[src/rtl/spi_tgt_master.sv]
module spi_tgt_master #(
  parameter int FW = 8,
  localparam int DW = 3 * FW
) (
  input  logic          clk,
  input  logic          rst_n,
  input  logic          wr_en,
  input  logic          rd_en,
  input  logic [2:0]    addr,
  input  logic [DW-1:0] wr_data,
  output logic [DW-1:0] rd_data,
  output logic          sclk,
  output logic          mosi,
  input  logic          miso,
  output logic [3:0]    cs_n
);

  typedef enum logic [1:0] {S_IDLE, S_WAIT, S_LEAD, S_SHIFT} st_t;

  logic          m_var, m_dec, m_div32;
  logic [3:0]    m_code;
  logic [FW-1:0] m_gap;
  logic [FW-1:0] c_div [4];
  logic [FW-1:0] c_pre [4];
  logic [FW-1:0] c_int [4];

  logic          buf_v;
  logic [7:0]    buf_dat;
  logic [3:0]    buf_code;

  st_t           st;
  logic [7:0]    sh, rxs, rx_dat;
  logic [3:0]    cur_code, prev_code, rx_code;
  logic [1:0]    cur_bank;
  logic          have_prev, rx_full;
  logic [FW-1:0] cnt, hcnt;
  logic [4:0]    pres;
  logic [2:0]    bitn;

  function automatic logic [1:0] bank_of(input logic [3:0] c, input logic d);
    if (d)     return c[1:0];
    if (!c[0]) return 2'd0;
    if (!c[1]) return 2'd1;
    if (!c[2]) return 2'd2;
    return 2'd3;
  endfunction

  function automatic logic [FW-1:0] dly1(input logic [FW-1:0] x);
    return (x == '0) ? FW'(1) : x;
  endfunction

  wire [3:0]    nxt_code = m_var ? buf_code : m_code;
  wire [1:0]    nxt_bank = bank_of(nxt_code, m_dec);
  wire [FW-1:0] half     = (c_div[cur_bank] < FW'(2)) ? FW'(2) : c_div[cur_bank];
  wire          tick     = !m_div32 || (pres == 5'd31);
  wire          active   = (st == S_LEAD) || (st == S_SHIFT);
  wire          done     = (st == S_SHIFT) && tick && (hcnt == FW'(1)) && sclk && (bitn == 3'd7);
  wire [FW-1:0] wait_val = (nxt_code == prev_code) ? dly1(c_int[nxt_bank]) : dly1(m_gap);

  assign cs_n = !active ? 4'hF :
                m_dec ? cur_code :
                (cur_code == 4'hF) ? 4'hF : ~(4'b0001 << cur_bank);
  assign mosi = active && sh[7];

  always_comb begin
    case (addr)
      3'd0:    rd_data = DW'({m_gap, m_code, 1'b0, m_div32, m_dec, m_var});
      3'd1:    rd_data = DW'({st != S_IDLE, !buf_v, rx_full});
      3'd2:    rd_data = DW'({buf_code, buf_dat});
      3'd3:    rd_data = DW'({rx_code, rx_dat});
      default: rd_data = {c_int[addr[1:0]], c_pre[addr[1:0]], c_div[addr[1:0]]};
    endcase
  end

  always_ff @(posedge clk or negedge rst_n) begin
    if (!rst_n) begin
      m_var <= 1'b0; m_dec <= 1'b0; m_div32 <= 1'b0; m_code <= 4'hF; m_gap <= '0;
      for (int i = 0; i < 4; i++) begin
        c_div[i] <= '0; c_pre[i] <= '0; c_int[i] <= '0;
      end
      buf_v <= 1'b0; buf_dat <= '0; buf_code <= 4'hF;
    end else begin
      if (st == S_IDLE && buf_v) buf_v <= 1'b0;
      if (wr_en) begin
        case (addr)
          3'd0: begin
            m_var <= wr_data[0]; m_dec <= wr_data[1]; m_div32 <= wr_data[2];
            m_code <= wr_data[7:4]; m_gap <= wr_data[8 +: FW];
          end
          3'd2: begin
            buf_v <= 1'b1; buf_dat <= wr_data[7:0]; buf_code <= wr_data[11:8];
          end
          3'd4, 3'd5, 3'd6, 3'd7: begin
            c_div[addr[1:0]] <= wr_data[0 +: FW];
            c_pre[addr[1:0]] <= wr_data[FW +: FW];
            c_int[addr[1:0]] <= wr_data[2*FW +: FW];
          end
          default: ;
        endcase
      end
    end
  end

  always_ff @(posedge clk or negedge rst_n) begin
    if (!rst_n) begin
      st <= S_IDLE; sh <= '0; rxs <= '0; cur_code <= 4'hF; cur_bank <= '0;
      prev_code <= 4'hF; have_prev <= 1'b0; cnt <= '0; hcnt <= '0;
      pres <= '0; bitn <= '0; sclk <= 1'b0;
      rx_dat <= '0; rx_code <= 4'hF; rx_full <= 1'b0;
    end else begin
      if (rd_en && addr == 3'd3) rx_full <= 1'b0;
      case (st)
        S_IDLE: if (buf_v) begin
          sh <= buf_dat; cur_code <= nxt_code; cur_bank <= nxt_bank;
          if (have_prev) begin
            st <= S_WAIT; cnt <= wait_val;
          end else begin
            st <= S_LEAD; cnt <= dly1(c_pre[nxt_bank]);
          end
        end
        S_WAIT: if (cnt == FW'(1)) begin
          st <= S_LEAD; cnt <= dly1(c_pre[cur_bank]);
        end else cnt <= cnt - FW'(1);
        S_LEAD: if (cnt == FW'(1)) begin
          st <= S_SHIFT; hcnt <= half; pres <= '0; bitn <= '0; sclk <= 1'b0;
        end else cnt <= cnt - FW'(1);
        S_SHIFT: begin
          pres <= pres + 5'd1;
          if (tick) begin
            if (hcnt == FW'(1)) begin
              hcnt <= half;
              if (!sclk) begin
                sclk <= 1'b1;
                rxs  <= {rxs[6:0], miso};
              end else begin
                sclk <= 1'b0;
                if (bitn == 3'd7) begin
                  st <= S_IDLE; rx_dat <= rxs; rx_code <= cur_code; rx_full <= 1'b1;
                  prev_code <= cur_code; have_prev <= 1'b1;
                end else begin
                  bitn <= bitn + 3'd1;
                  sh   <= {sh[6:0], 1'b0};
                end
              end
            end else hcnt <= hcnt - FW'(1);
          end
        end
        default: st <= S_IDLE;
      endcase
    end
  end

  a_r6_rest_high: assert property (@(posedge clk) disable iff (!rst_n)
    (st == S_IDLE || st == S_WAIT) |-> cs_n == 4'hF);
  a_r8_no_clock_in_lead: assert property (@(posedge clk) disable iff (!rst_n)
    (st == S_LEAD) |-> !sclk);
  a_r7_clock_only_in_shift: assert property (@(posedge clk) disable iff (!rst_n)
    !$stable(sclk) |-> $past(st) == S_SHIFT);
  a_r12_full_after_done: assert property (@(posedge clk) disable iff (!rst_n)
    done |=> rx_full);
  a_r4_single_line: assert property (@(posedge clk) disable iff (!rst_n)
    !m_dec |-> $countones(~cs_n) <= 1);
  a_r13_buffer_held: assert property (@(posedge clk) disable iff (!rst_n)
    (st != S_IDLE && buf_v) |=> buf_v);

endmodule

[config.mk]
export PLATFORM = sky130hd
export DESIGN_NAME = spi_tgt_master
export DESIGN_NICKNAME = d
export VERILOG_FILES = /design/src/rtl/spi_tgt_master.sv
export SDC_FILE = /design/constraint.sdc
export NUM_CORES = 1
export LEC_CHECK = 0
export ABC_AREA = 1
export BUFFER_PORTS_ARGS = -buffer_cell sky130_fd_sc_hd__buf_2
export CORE_UTILIZATION = 40
export DETAILED_ROUTE_END_ITERATION = 7
export HOLD_SLACK_MARGIN = 0.1
export PLACE_DENSITY = 0.62
export SLEW_MARGIN = 25
export SYNTH_ARGS = -nofsm -noshare
export SYNTH_HDL_FRONTEND = slang
export SYNTH_SLANG_ARGS = --single-unit
[constraint.sdc]
create_clock -name clk -period 3.54 [get_ports clk]
set_input_delay 0.708 -clock clk [delete_from_list [all_inputs] [get_ports clk]]
set_output_delay 0.708 -clock clk [all_outputs]
set_load 0.01 [all_outputs]
==> results.md, run 1 <==
- Counting the buffers created by CTS gives 17.
- Cells with a size suffix above 1 make up 11.57% of the layout.
- The initial utilization of the core area, before any placement, comes to 41.07%.
- The worst setup path is of the in2out kind.
- Sequential cells were found to cover 46.78% of the synthesized design area.
- STA classifies the critical path endpoint as an output pin.
- Of the total synthesized cell area, the portion taken by AND, OR, NAND and NOR gates is 22.13%.
- Power spread over the standard cell area amounts to 726.6 nW/um^2.
- After clock tree synthesis, the setup repair step added 0 buffers.
- The proportion of register bits with asynchronous set or reset after synthesis is 100.0%.
- For this run, the leading register cell type out of synthesis is dfrtp_1.
- The count of synthesis-stage warnings from yosys is 0.
- By area, the combinational part of the netlist is dominated by simple AND/OR/NAND/NOR gates.
- STA puts the critical path data arrival time at 2310 ps.
- Cells fill 46.27% of the core in the end.
- The count of clock tree sinks is 187.
- The fill cell instance count of the final layout is 2465.
- Entering global routing, the biggest net connects 72 pins.
- For this run, the top clock speed supported by timing is 0.3310 GHz.
- The initial antenna violation count is 0.
- The final routed DRC violation total is 0.
- The final cell count without fillers is 1681.
- The first-pass GRT wire length is 49.79 mm.
- Along the worst path, the maximum fanout reaches 9.
- The synthesized area per cell is 7.734 um^2.
- The hold violation count in the final report is 0.
- The global router's overall resource usage is 25.09%.
- The share of the cycle needed by the critical path after routing is 85.35%.
- In the routed layout, each cell is associated on average with a via count of 5.553.
- The number of gates resized after CTS was 0.
- The post-route setup TNS is 0 ps.
- For this design, the CTS-stage hold fixing added 0 buffers.
- The overall via count from detail_route is 9335.
- The number of max-slew violations in the final report is 0.
- The clock skew after layout is 11.41 ps.
- In this run, placement finished with an instance count of 1650.
- The distinct cell type count after synthesis is 46.
- The total power is 8224 uW.
- The clock transition at the registers of the reported paths is 80 ps.
- The y dimension of the die is 160.5 um.
- The number of max-cap violations is 0.
- The total setup violations reported at the end of the flow is 0.
- The congestion estimate from routability-driven global placement came to 0.9112.
- The floorplan has 57 rows.
- The detailed-route wire length per cell is 18.65 um.
- For this run, the detailed router's first-pass iteration total came to 6.
- The clock period minus worst slack is 3021 ps.
- The die is 160.5 um wide.
- The overall routed net length is 31.35 mm.
- Pin placement for this block handled 62 I/O pins.
- The antenna diode count is 0.
- The total overflow reported by the global router is 0.
- The CTS tree is built.
- The portion of synthesized cell area occupied by the leading cell type is 42.60%.
- The synthesized-area fraction occupied by adder cells is 1.495%.
- The startpoint class of the critical path is a primary input.
- Setup repair after global routing left no endpoint under its margin.
- After synthesis, the share of cell area in mux cells is 0.1121%.
- The number of global-route vias before repair is 8833.
- The worst-case IR drop observed on VDD is 0.3634 mV.
- The min-delay analysis places its worst path in the category in2async.
- The number of nets in the synthesized netlist is 1343.
- The run finished with clean final reports.
- The synthesized design spends more area on one cell type than any other, namely dfrtp_1.
- The count of nets left with antenna violations once routing finished came out at 0.
- The flip-flop and latch count after synthesis is 187.
- The total number of nets in the final design is 1389.
- The synthesized netlist devotes 1.133% of its cell area to XOR and XNOR gates.
- In the synthesized netlist, the number of instances is 1299.
- Data on the critical path is required at its endpoint by 2830 ps.
- In this run the deepest clock path goes through 2 buffers.
- The clock latency on the worst-skew pair is 440 ps.
- At the pin with the least slew margin, the transition time is 762.7 ps.
- The worst slew slack as a fraction of its limit is 48.77%.
- The die covers 25750 um^2.
- Counting flops with a built-in enable in the synthesized netlist gives 0.
- The root buffer cell is clkbuf_16.
- Relative to the synthesized area, the layout overhead comes to 12.67%.
- The share of the synthesized area in compound gates (AO/OA/AOI/OAI) is 20.25%.
- In this run, the number of DRC markers left after iteration 0 of detailed routing was 1035.
- Sorting the synthesized cells by area gives the leading types as dfrtp_1, nand2_1, o21ai_0.
- The leakage power is 0.005297 uW.
- The half-perimeter wire length after detailed placement is 22.11 mm.
- The number of levels in the clock H-tree is 4.
- Buffers placed on the I/O ports in this run total 61.
- The area of the core is 24460 um^2.
- The cell area after synthesis is 10050 um^2.
where the power goes:
group | switching [uW] | internal (uW)
clock | 941 | 1020
sequential | 392 | 2650
combinational | 2160 | 1060
total | 3490 | 4730
layer usage:
metal | up-vias | share of wire, % | wire (um) | GRT usage [%]
met2 | 350 | 44 | 13920 | 37.78
met4 | 0 | 1.3 | 422 | 6.450
met1 | 4512 | 47 | 14650 | 36.37
met3 | 31 | 7.5 | 2357 | 5.604
li1 | 4442 | - | - | -
met5 | - | 0 | 0 | 0
final timing paths:
check	start	end	slack (ps)	cells after the start
setup / recovery	addr[0]	rd_data[10]	520	7
hold / removal	rst_n	c_div[19]$_DFFE_PN0P_	280	1
setup reg to reg	m_code[3]$_DFFE_PN1P_	cnt[2]$_DFFE_PN0P_	970	9
hold reg to reg	rxs[6]$_DFFE_PN0P_	rxs[6]$_DFFE_PN0P_	490	2
max in group asynchronous	rst_n	c_pre[29]$_DFFE_PN0P_	2380	2
min in group clk	wr_data[19]	c_int[3]$_DFFE_PN0P_	480	3
sequential cells by signal (all words and copies together) (netlist names), 5 cells and up:
signal / cells
m_gap: 8
buf_dat: 8
rx_dat: 8
rxs: 8
hcnt: 8
cnt: 8
c_div: 32
c_int: 32
pres: 5
c_pre: 32
sh: 8
stage by stage:
stage / hold slack [ps] / cell area, um^2 / setup WS (ps)
2_1_floorplan: 412.4 / 10050 / 922.4
3_3_place_gp: 465.6 / 10730 / 525.2
3_5_place_dp: 476.2 / 10730 / 557.8
4_1_cts: 313.9 / 11320 / 553.9
5_1_grt: 319.1 / 11320 / 411.3
6_report: 283.5 / 11320 / 518.7
placed cells by master, fill, tap and decap left out, drive strengths merged, types with 6 or more instances in the layout:
cell type  netlist  routed
a21oi           28      28
a221oi          20      20
a22oi           11      11
buf             15      88
clkbuf          47      19
clkinv           3       6
dfrtp          171     171
dfstp           16      16
ha              12      12
inv            142     149
nand2          363     363
nand3           84      84
nor2            71      71
nor4             6       6
o2111ai         12      12
o211ai          21      21
o21ai          211     211
o221ai           7       7
o22ai           24      24
xor2             8       8
layout make-up:
cell class                 count  area, um^2  share of cell area (%)
sequential                   187        4700                   41.52
clock inverter                13       152.6                   1.349
timing repair buffer          89       536.8                   4.742
tap                          324       405.4                   3.582
multi-input combinational    905        4541                   40.12
inverter                     145       544.3                   4.809
clock buffer                  18       439.2                   3.880
synthesized netlist by cell type (all sizes together) (3+ instances only):
library cell / n
o211ai: 21
a22o: 3
ha: 12
inv: 142
nand2: 363
o22ai: 24
nor4: 6
clkbuf: 47
o2111ai: 12
nand4: 5
nor3: 5
a221oi: 20
nand3: 84
nor2: 71
dfstp: 16
o21ai: 211
xnor2: 5
dfrtp: 171
a22oi: 11
a21oi: 28
buf: 15
clkinv: 3
o221ai: 7
xor2: 8
critical path, stage by stage:
cell,delay (ps)
buf_2,110
nor2_1,140
inv_1,190
nor2_1,180
clkinv_1,350
o2111ai_1,420
buf_2,200
cells by family after synthesis:
group,Yosys count
AOI/OAI and AO/OA,344
xor gates and xnor gates,13
adders and majority gates,12
buffers and inverters,207
DFF,187
muxes,1
and+or+nand+nor,535
Power figures use the tool's default switching activity.
==> inputs of run 2 (changes only) <==
--- a/config.mk
+++ b/config.mk
@@ -6,11 +6,12 @@
 export NUM_CORES = 1
 export LEC_CHECK = 0
 export ABC_AREA = 1
-export BUFFER_PORTS_ARGS = -buffer_cell sky130_fd_sc_hd__buf_2
+export CAP_MARGIN = 5
 export CORE_UTILIZATION = 40
 export DETAILED_ROUTE_END_ITERATION = 7
+export DONT_BUFFER_PORTS = 1
 export HOLD_SLACK_MARGIN = 0.1
-export PLACE_DENSITY = 0.62
+export PLACE_DENSITY = 0.6
 export SLEW_MARGIN = 25
 export SYNTH_ARGS = -nofsm -noshare
 export SYNTH_HDL_FRONTEND = slang
==> results.md, run 2 (synthesis gave the netlist of run 1 again) <==
- The routed length on met1 is 14.20 mm (was 14.65 mm).
- Outcome: finished, violations left (was complete, no violations).
- The root buffer cell is clkbuf_16 (unchanged).
- The fmax is 0.3462 GHz (was 0.3310 GHz).
- Most used cells in the layout excluding fill and tap cells: nand2_1, o21ai_0, dfrtp_1 (unchanged).
- The initial antenna violation count was 0 (unchanged).
- The met2 routed wirelength was 13.63 mm (was 13.92 mm).
- The maximum fanout count along the critical path is 14 (was 9).
- The clock transition at the registers of the reported paths is 80 ps (about the same).
- Critical-path cell list: nand2_1 > inv_1 > a221oi_1 > o221ai_1 > buf_4 (was buf_2 > nor2_1 > inv_1 > nor2_1 > clkinv_1 > o2111ai_1 > buf_2).
- The count of buffering cells on the critical path with inverters included came to 2 (was 4).
- The share of the cycle needed by the critical path after routing is 81.59% (was 85.35%).
- The number of max-slew violations in the final report is 0 (unchanged).
- The final routed DRC violation total came to 0 (unchanged).
- The data arrival at the endpoint of the critical path is 2180 ps (was 2310 ps).
- The clock period minus worst slack is 2888 ps (was 3021 ps).
- The weighted congestion at the end of routability-driven global placement is 0.9108 (was 0.9112).
- The first-pass iteration count of the detailed router came to 6 (unchanged).
- The minimum hold slack is -43.08 ps (was 283.5 ps).
- The global router's overall resource usage is 25.02% (was 25.09%).
- The starting density of the core was 41.07% (unchanged).
- The path category of the worst min-delay check is in2async (unchanged).
- The pin count of the biggest net entering global routing is 188 (was 72).
- The leakage power was 0.005064 uW (was 0.005297 uW).
- The endpoint kind of the worst setup timing path is an output pin (unchanged).
- The most common cell after layout, fill and taps aside was nand2_1 (unchanged).
- The met3 routed wirelength is 2.344 mm (was 2.357 mm).
- The largest stage delay on the critical path came to 440 ps (was 420 ps).
- The critical path start-end classification is in2out (unchanged).
- Leading registers by flop count: c_div: 32 flops, c_int: 32 flops, c_pre: 32 flops (unchanged).
- The clock skew after layout came to 9.695 ps (was 11.41 ps).
- The maximum clock path buffer count came to 2 (unchanged).
- The horizontal die dimension is 160.5 um (unchanged).
- The number of levels in the clock H-tree was 4 (unchanged).
- The area of the core was 24460 um^2 (unchanged).
- The synthesis-to-layout area growth is 10.00% (was 12.67%).
- The CTS tree is built (unchanged).
- The post-route setup TNS was 0 ps (unchanged).
- The total power is 8173 uW (was 8224 uW).
- The total number of nets in the final design came to 1333 (was 1389).
- The first-iteration detailed-routing DRC count came to 851 (was 1035).
- The number of max-cap violations came to 0 (unchanged).
- The clock latency on the worst-skew pair is 450 ps (was 440 ps).
- The number of cell rows came to 57 (unchanged).
- The number of cells upsized or downsized after cts is 0 (unchanged).
- The I/O pin count came to 62 (unchanged).
- The fraction of layout cells with a size suffix above 1 is 7.911% (was 11.57%).
- The total power density per cell area was 739.6 nW/um^2 (was 726.6 nW/um^2).
- The total overflow reported by the global router is 0 (unchanged).
- The area of the die was 25750 um^2 (unchanged).
- The number of global-route vias before repair came to 8758 (was 8833).
- The antenna diode count was 0 (unchanged).
- The number of buffers inserted during clock tree synthesis came to 17 (unchanged).
- The number of port buffers was 0 (was 61).
- The half-perimeter wire length after detailed placement was 21.17 mm (was 22.11 mm).
- The highest ir drop seen on vdd is 0.3516 mV (was 0.3634 mV).
- The required time of the worst setup path is 2830 ps (about the same).
- The number of routed nets with antenna violations was 0 (unchanged).
- The number of post-CTS setup repair buffers is 0 (unchanged).
- The routed via count divided by cell count came to 5.558 (was 5.553).
- The total setup violations reported at the end of the flow is 0 (unchanged).
- Unrepaired setup endpoints after global routing: false (unchanged).
- The detailed-route wire length per cell is 18.92 um (was 18.65 um).
- The y dimension of the die was 160.5 um (unchanged).
- The overall routed net length was 30.77 mm (was 31.35 mm).
- The checks that failed: hold timing.
- The cell with the largest stage delay on the worst path is nand2_1 (was o2111ai_1).
- The slew at the pin with the worst max-slew slack is 731.8 ps (was 762.7 ps).
- The startpoint class of the critical path was a primary input (unchanged).
- The hold violation count in the final report is 48 (was 0).
- The first-pass GRT wire length is 49.72 mm (was 49.79 mm).
- The overall via count from detail_route is 9038 (was 9335).
- The count of placed standard cells including taps came to 1594 (was 1650).
- The family of cells with the greatest summed delay on the critical path is compound AO/OA/AOI/OAI gates (was buffers and inverters).
- The count of clock tree sinks is 187 (unchanged).
- The worst slew slack as a fraction of its limit is 51.09% (was 48.77%).
- The topmost layer with routed signal wires is met4 (unchanged).
- The final cell count without fillers was 1626 (was 1681).
-- run 2: path summary, 6_finish.rpt --
path / start / end / slack [ps] / cells after the start
setup / recovery: addr[1] / rd_data[7] / 650 / 5
hold / removal: rst_n / hcnt[3]$_DFFE_PN0P_ / -40 / 0
setup reg to reg: m_code[3]$_DFFE_PN1P_ / cnt[2]$_DFFE_PN0P_ / 1000 / 9
hold reg to reg: rxs[3]$_DFFE_PN0P_ / rxs[3]$_DFFE_PN0P_ / 490 / 2
max in group asynchronous: rst_n / buf_code[1]$_DFFE_PN1P_ / 3190 / 0
min in group clk: wr_data[18] / c_int[2]$_DFFE_PN0P_ / 380 / 2
-- run 2: report_power, final --
part	internal, uW	total (uW)	switching, uW
combinational	1010	3100	2080
clock	1100	2040	932
sequential	2660	3040	388
total	4770	8170	3400
-- run 2: per-stage QoR --
step                hold slack [ps]  worst slack [ps]  utilization [%]  area [um^2]
CTS                          -56.29             683.7            45.16        11050
finish                       -43.08             651.7            45.17        11050
detailed placement            421.6             679.0            42.68        10440
global placement              423.2             714.8            42.68        10440
global route                 -64.06             554.7            45.17        11050
floorplan                     412.4             922.4                -        10050
-- run 2: routing by layer --
metal / up-vias / GRT usage (%)
li1: 4321 / -
met1: 4345 / 36.50
met2: 327 / 37.56
met3: 45 / 4.804
met4: 0 / 7.273
met5: - / 0
-- run 2: area by class of cell --
| class | instances | area [um^2] |
|---|---|---|
| fill | 2450 | 13410 |
| sequential | 187 | 4700 |
| multi-input combinational | 905 | 4546 |
| inverter | 145 | 544.3 |
| clock buffer | 20 | 456.7 |
| tap | 324 | 405.4 |
| timing repair buffer | 33 | 247.7 |
| clock inverter | 12 | 151.4 |
==> inputs of run 3 (changes only) <==
--- a/config.mk
+++ b/config.mk
@@ -5,13 +5,13 @@
 export SDC_FILE = /design/constraint.sdc
 export NUM_CORES = 1
 export LEC_CHECK = 0
-export ABC_AREA = 1
+export ABC_AREA = 0
 export CAP_MARGIN = 5
 export CORE_UTILIZATION = 40
 export DETAILED_ROUTE_END_ITERATION = 7
 export DONT_BUFFER_PORTS = 1
 export HOLD_SLACK_MARGIN = 0.1
-export PLACE_DENSITY = 0.6
+export PLACE_DENSITY = 0.62
 export SLEW_MARGIN = 25
 export SYNTH_ARGS = -nofsm -noshare
 export SYNTH_HDL_FRONTEND = slang
==> constraint.sdc (replaced) <==
create_clock -name clk -period 2.35 [get_ports clk]
set_input_delay 0.47 -clock clk [delete_from_list [all_inputs] [get_ports clk]]
set_output_delay 0.47 -clock clk [all_outputs]
set_load 0.01 [all_outputs]
==> results.md, run 3 <==
- The global router's overall resource usage is 21.75% (was 25.02%).
- The number of nets in the synthesized netlist is 931 (was 1343).
- The simple-gate share of the synthesized area is 9.660% (was 22.13%).
- Critical-path cell list: or4b_4 > nand3_4 > buf_12 > buf_4 > nand2_1 > a32o_2 > and4b_1 > a41oi_2 > o22ai_2 (was nand2_1 > inv_1 > a221oi_1 > o221ai_1 > buf_4).
- The synthesized-area fraction occupied by adder cells came to 1.453% (was 1.495%).
- The area of the core is 25250 um^2 (was 24460 um^2).
- The area of all sequential standard cells came to 4701 um^2 (was 4700 um^2).
- The final routed DRC violation total was 0 (unchanged).
- The fraction of layout cells with a size suffix above 1 was 41.14% (was 7.911%).
- The number of routed nets with antenna violations is 0 (unchanged).
- The cell with the largest stage delay on the worst path is dfstp_2 (was nand2_1).
- Top cell types by occurrence after synthesis: dfrtp_1, mux2_2, nand2_1 (was nand2_1, o21ai_0, dfrtp_1).
- The predominant post-synthesis flop cell is dfrtp_1 (unchanged).
- The I/O pin count is 62 (unchanged).
- The first-iteration detailed-routing DRC count is 568 (was 851).
- The share of the synthesized area in compound gates (AO/OA/AOI/OAI) came to 11.08% (was 20.25%).
- The maximum clock path buffer count came to 2 (unchanged).
- The fraction of the yosys area taken by sequential cells is 45.47% (was 46.78%).
- Static timing analysis puts the maximum clock frequency at 0.4153 GHz.
- The most common cell after layout, fill and taps aside is dfrtp_1 (was nand2_1).
- The worst setup slack after layout is -57.65 ps (was 651.7 ps).
- The number of port buffers is 0 (unchanged).
- The number of cell rows came to 58 (was 57).
- The number of flops mapped to enable cells by yosys is 0 (unchanged).
- The starting density of the core is 40.93% (was 41.07%).
- The first-pass iteration count of the detailed router is 6 (unchanged).
- The slew at the pin with the worst max-slew slack is 612.5 ps (was 731.8 ps).
- Unrepaired setup endpoints after global routing: true (was false).
- The y dimension of the die is 162.8 um (was 160.5 um).
- The worst slew slack as a fraction of its limit was 59.09% (was 51.09%).
- The clock skew after layout was 12.59 ps (was 9.695 ps).
- Most used cells in the layout excluding fill and tap cells: dfrtp_1, mux2_2, nand2_1 (was nand2_1, o21ai_0, dfrtp_1).
- The routed via count divided by cell count was 6.005 (was 5.558).
- The family of cells with the greatest summed delay on the critical path is simple AND/OR/NAND/NOR gates (was compound AO/OA/AOI/OAI gates).
- The multiplexer share of the synthesized area is 28.30% (was 0.1121%).
- The worst setup slack after placement was -169.6 ps (was 679.0 ps).
- Leading registers by flop count: c_div: 32 flops, c_int: 32 flops, c_pre: 32 flops (unchanged).
- The overall routed net length is 28.15 mm (was 30.77 mm).
- The flip-flop and latch count after synthesis is 187 (unchanged).
- The core utilization of the finished layout is 48.35% (was 45.17%).
- The dominant cell type by area after synthesis is dfrtp_1 (unchanged).
- The area of the die was 26490 um^2 (was 25750 um^2).
- The number of max-slew violations in the final report is 0 (unchanged).
- The distinct cell type count after synthesis is 63 (was 46).
- The count of synthesis-stage warnings from yosys is 0 (unchanged).
- The cell area after synthesis is 10340 um^2 (was 10050 um^2).
- The clock latency on the worst-skew pair is 440 ps (was 450 ps).
- The count of buffering cells on the critical path with inverters included is 2 (unchanged).
- The area taken by multi-input logic gates is 5624 um^2 (was 4546 um^2).
- The total power density per cell area is 1152 nW/um^2 (was 739.6 nW/um^2).
- The overall via count from detail_route came to 7675 (was 9038).
- The minimum hold slack is -273.8 ps (was -43.08 ps).
- The number of levels in the clock H-tree is 4 (unchanged).
- The share of the cycle needed by the critical path after routing is 102.5%.
- The leading cell type by number of instances after synthesis is dfrtp_1 (was nand2_1).
- The leakage power is 0.005125 uW (was 0.005064 uW).
- The combinational family with the most area after synthesis is multiplexers (was simple AND/OR/NAND/NOR gates).
- The xor and xnor fraction of the mapped netlist area is 0.5084% (was 1.133%).
- Outcome: finished, violations left (unchanged).
- The data arrival at the endpoint of the critical path was 2710 ps (was 2180 ps).
- For the finished layout, the period the worst path requires is 2408 ps.
- The synthesized area per cell is 11.65 um^2 (was 7.734 um^2).
- The pin count of the biggest net entering global routing came to 188 (unchanged).
- The highest ir drop seen on vdd is 0.7100 mV (was 0.3516 mV).
- The startpoint class of the critical path is a flop (was primary input).
- The synthesis-to-layout area growth came to 18.13% (was 10.00%).
- The first-pass GRT wire length is 43.88 mm (was 49.72 mm).
- The path category of the worst min-delay check is in2async (unchanged).
- The half-perimeter wire length after detailed placement was 18.03 mm (was 21.17 mm).
- The maximum fanout count along the critical path is 6 (was 14).
- The detailed-route wire length per cell came to 22.02 um (was 18.92 um).
- The critical path start-end classification is reg2reg (was in2out).
- Violations in the final reports: hold timing, setup timing (was hold timing).
- The endpoint kind of the worst setup timing path is a flop (was output pin).
- The number of global-route vias before repair is 7558 (was 8758).
- The hold violation count in the final report came to 178 (was 48).
- The root buffer cell is clkbuf_16 (unchanged).
- The number of max-cap violations is 0 (unchanged).
- The CTS tree is built (unchanged).
- The initial antenna violation count is 0 (unchanged).
- The weighted congestion at the end of routability-driven global placement is 0.8745 (was 0.9108).
- The fill cell instance count of the final layout is 2276 (was 2450).
- The synthesized instance count is 887 (was 1299).
- The horizontal die dimension is 162.8 um (was 160.5 um).
- The proportion of register bits with asynchronous set or reset after synthesis is 100.0% (unchanged).
- The required time of the worst setup path came to 2660 ps (was 2830 ps).
- The portion of synthesized cell area occupied by the leading cell type is 41.40% (was 42.60%).
- The total setup violations reported at the end of the flow is 7 (was 0).
- Dominant cells by area after synthesis: dfrtp_1, mux2_2, mux4_2 (was dfrtp_1, nand2_1, o21ai_0).
- The total number of nets in the final design is 980 (was 1333).
- The largest stage delay on the critical path is 530 ps (was 440 ps).
- The number of buffers inserted during clock tree synthesis is 17 (unchanged).
- The total overflow reported by the global router is 0 (unchanged).
- The antenna diode count came to 0 (unchanged).
- The clock transition at the registers of the reported paths was 70 ps (was 80 ps).
- The count of clock tree sinks is 187 (unchanged).
-- run 3: repair_timing --
| action | in CTS | in global routing |
|---|---|---|
| resized for setup | 47 | 36 |
| cloned | 4 | 2 |
| setup endpoints to repair | 16 | 19 |
| buffers inserted | 9 | 13 |
| hold endpoints to repair | 187 | 187 |
| pin swaps | 18 | 14 |
-- run 3: through the flow --
step / power, uW / hold slack [ps] / setup TNS (ps) / cell area, um^2 / std cells
after floorplan: 8471 / 174.4 / 0 / 10340 / 887
after global placement: 10050 / 178.7 / -467.2 / 11050 / 1220
after detailed placement: 10170 / 179.9 / -629.6 / 11050 / 1220
after CTS: 13450 / -295.0 / -96.13 / 11890 / 1263
after global routing: 14830 / -298.1 / -922.1 / 12210 / 1278
final: 14070 / -273.8 / -189.2 / 12210 / 1278
-- run 3: area by class of cell --
| class | count | share of cell area (%) |
|---|---|---|
| Clock buffer | 17 | 3.484 |
| Clock inverter | 14 | 0.9222 |
| Inverter | 27 | 0.8505 |
| Multi-Input combinational cell | 616 | 46.06 |
| Sequential cell | 187 | 38.50 |
| Tap cell | 330 | 3.381 |
| Timing Repair Buffer | 87 | 6.804 |
-- run 3: cells by family after synthesis --
logic type | after synthesis
buf+inv | 87
xor+xnor | 6
fa+ha+maj | 12
simple gates | 201
mux | 219
compound gates | 175
flops | 187
-- run 3: path summary, 6_finish.rpt --
check / start / end / slack [ps] / cells after the start
setup / recovery: m_code[1]$_DFFE_PN1P_ / cnt[0]$_DFFE_PN0P_ / -60 / 9
hold / removal: rst_n / c_div[16]$_DFFE_PN0P_ / -270 / 0
setup reg to reg: m_code[1]$_DFFE_PN1P_ / cnt[0]$_DFFE_PN0P_ / -60 / 9
hold reg to reg: cur_code[0]$_DFFE_PN1P_ / cur_code[0]$_DFFE_PN1P_ / 500 / 2
max in group asynchronous: rst_n / cnt[6]$_DFFE_PN0P_ / 2260 / 0
min in group clk: wr_data[11] / m_gap[3]$_DFFE_PN0P_ / 160 / 2
-- run 3: where the power goes --
part | switching, uW | total, uW | internal [uW]
sequential | 754 | 4830 | 4080
combinational | 3210 | 6520 | 3310
clock | 1340 | 2720 | 1380
-- run 3: worst reg2reg max path, delay by kind of cell, from the launching register on --
kind | cells | cell delay, ps
buffers and inverters | 2 | 260
DFF | 1 | 530
AOI/OAI and AO/OA | 3 | 560
and+or+nand+nor | 4 | 920
-- run 3: metal layers --
metal  part of all wire (%)  routed length, um  up-vias  GRT usage [%]
met3                    5.4               1510       44          4.329
met5                      0                  0        -              0
met1                     46              12860     3993          30.52
met2                     47              13280      238          34.08
met4                    1.8                496        0          6.245
li1                       -                  -     3400              -
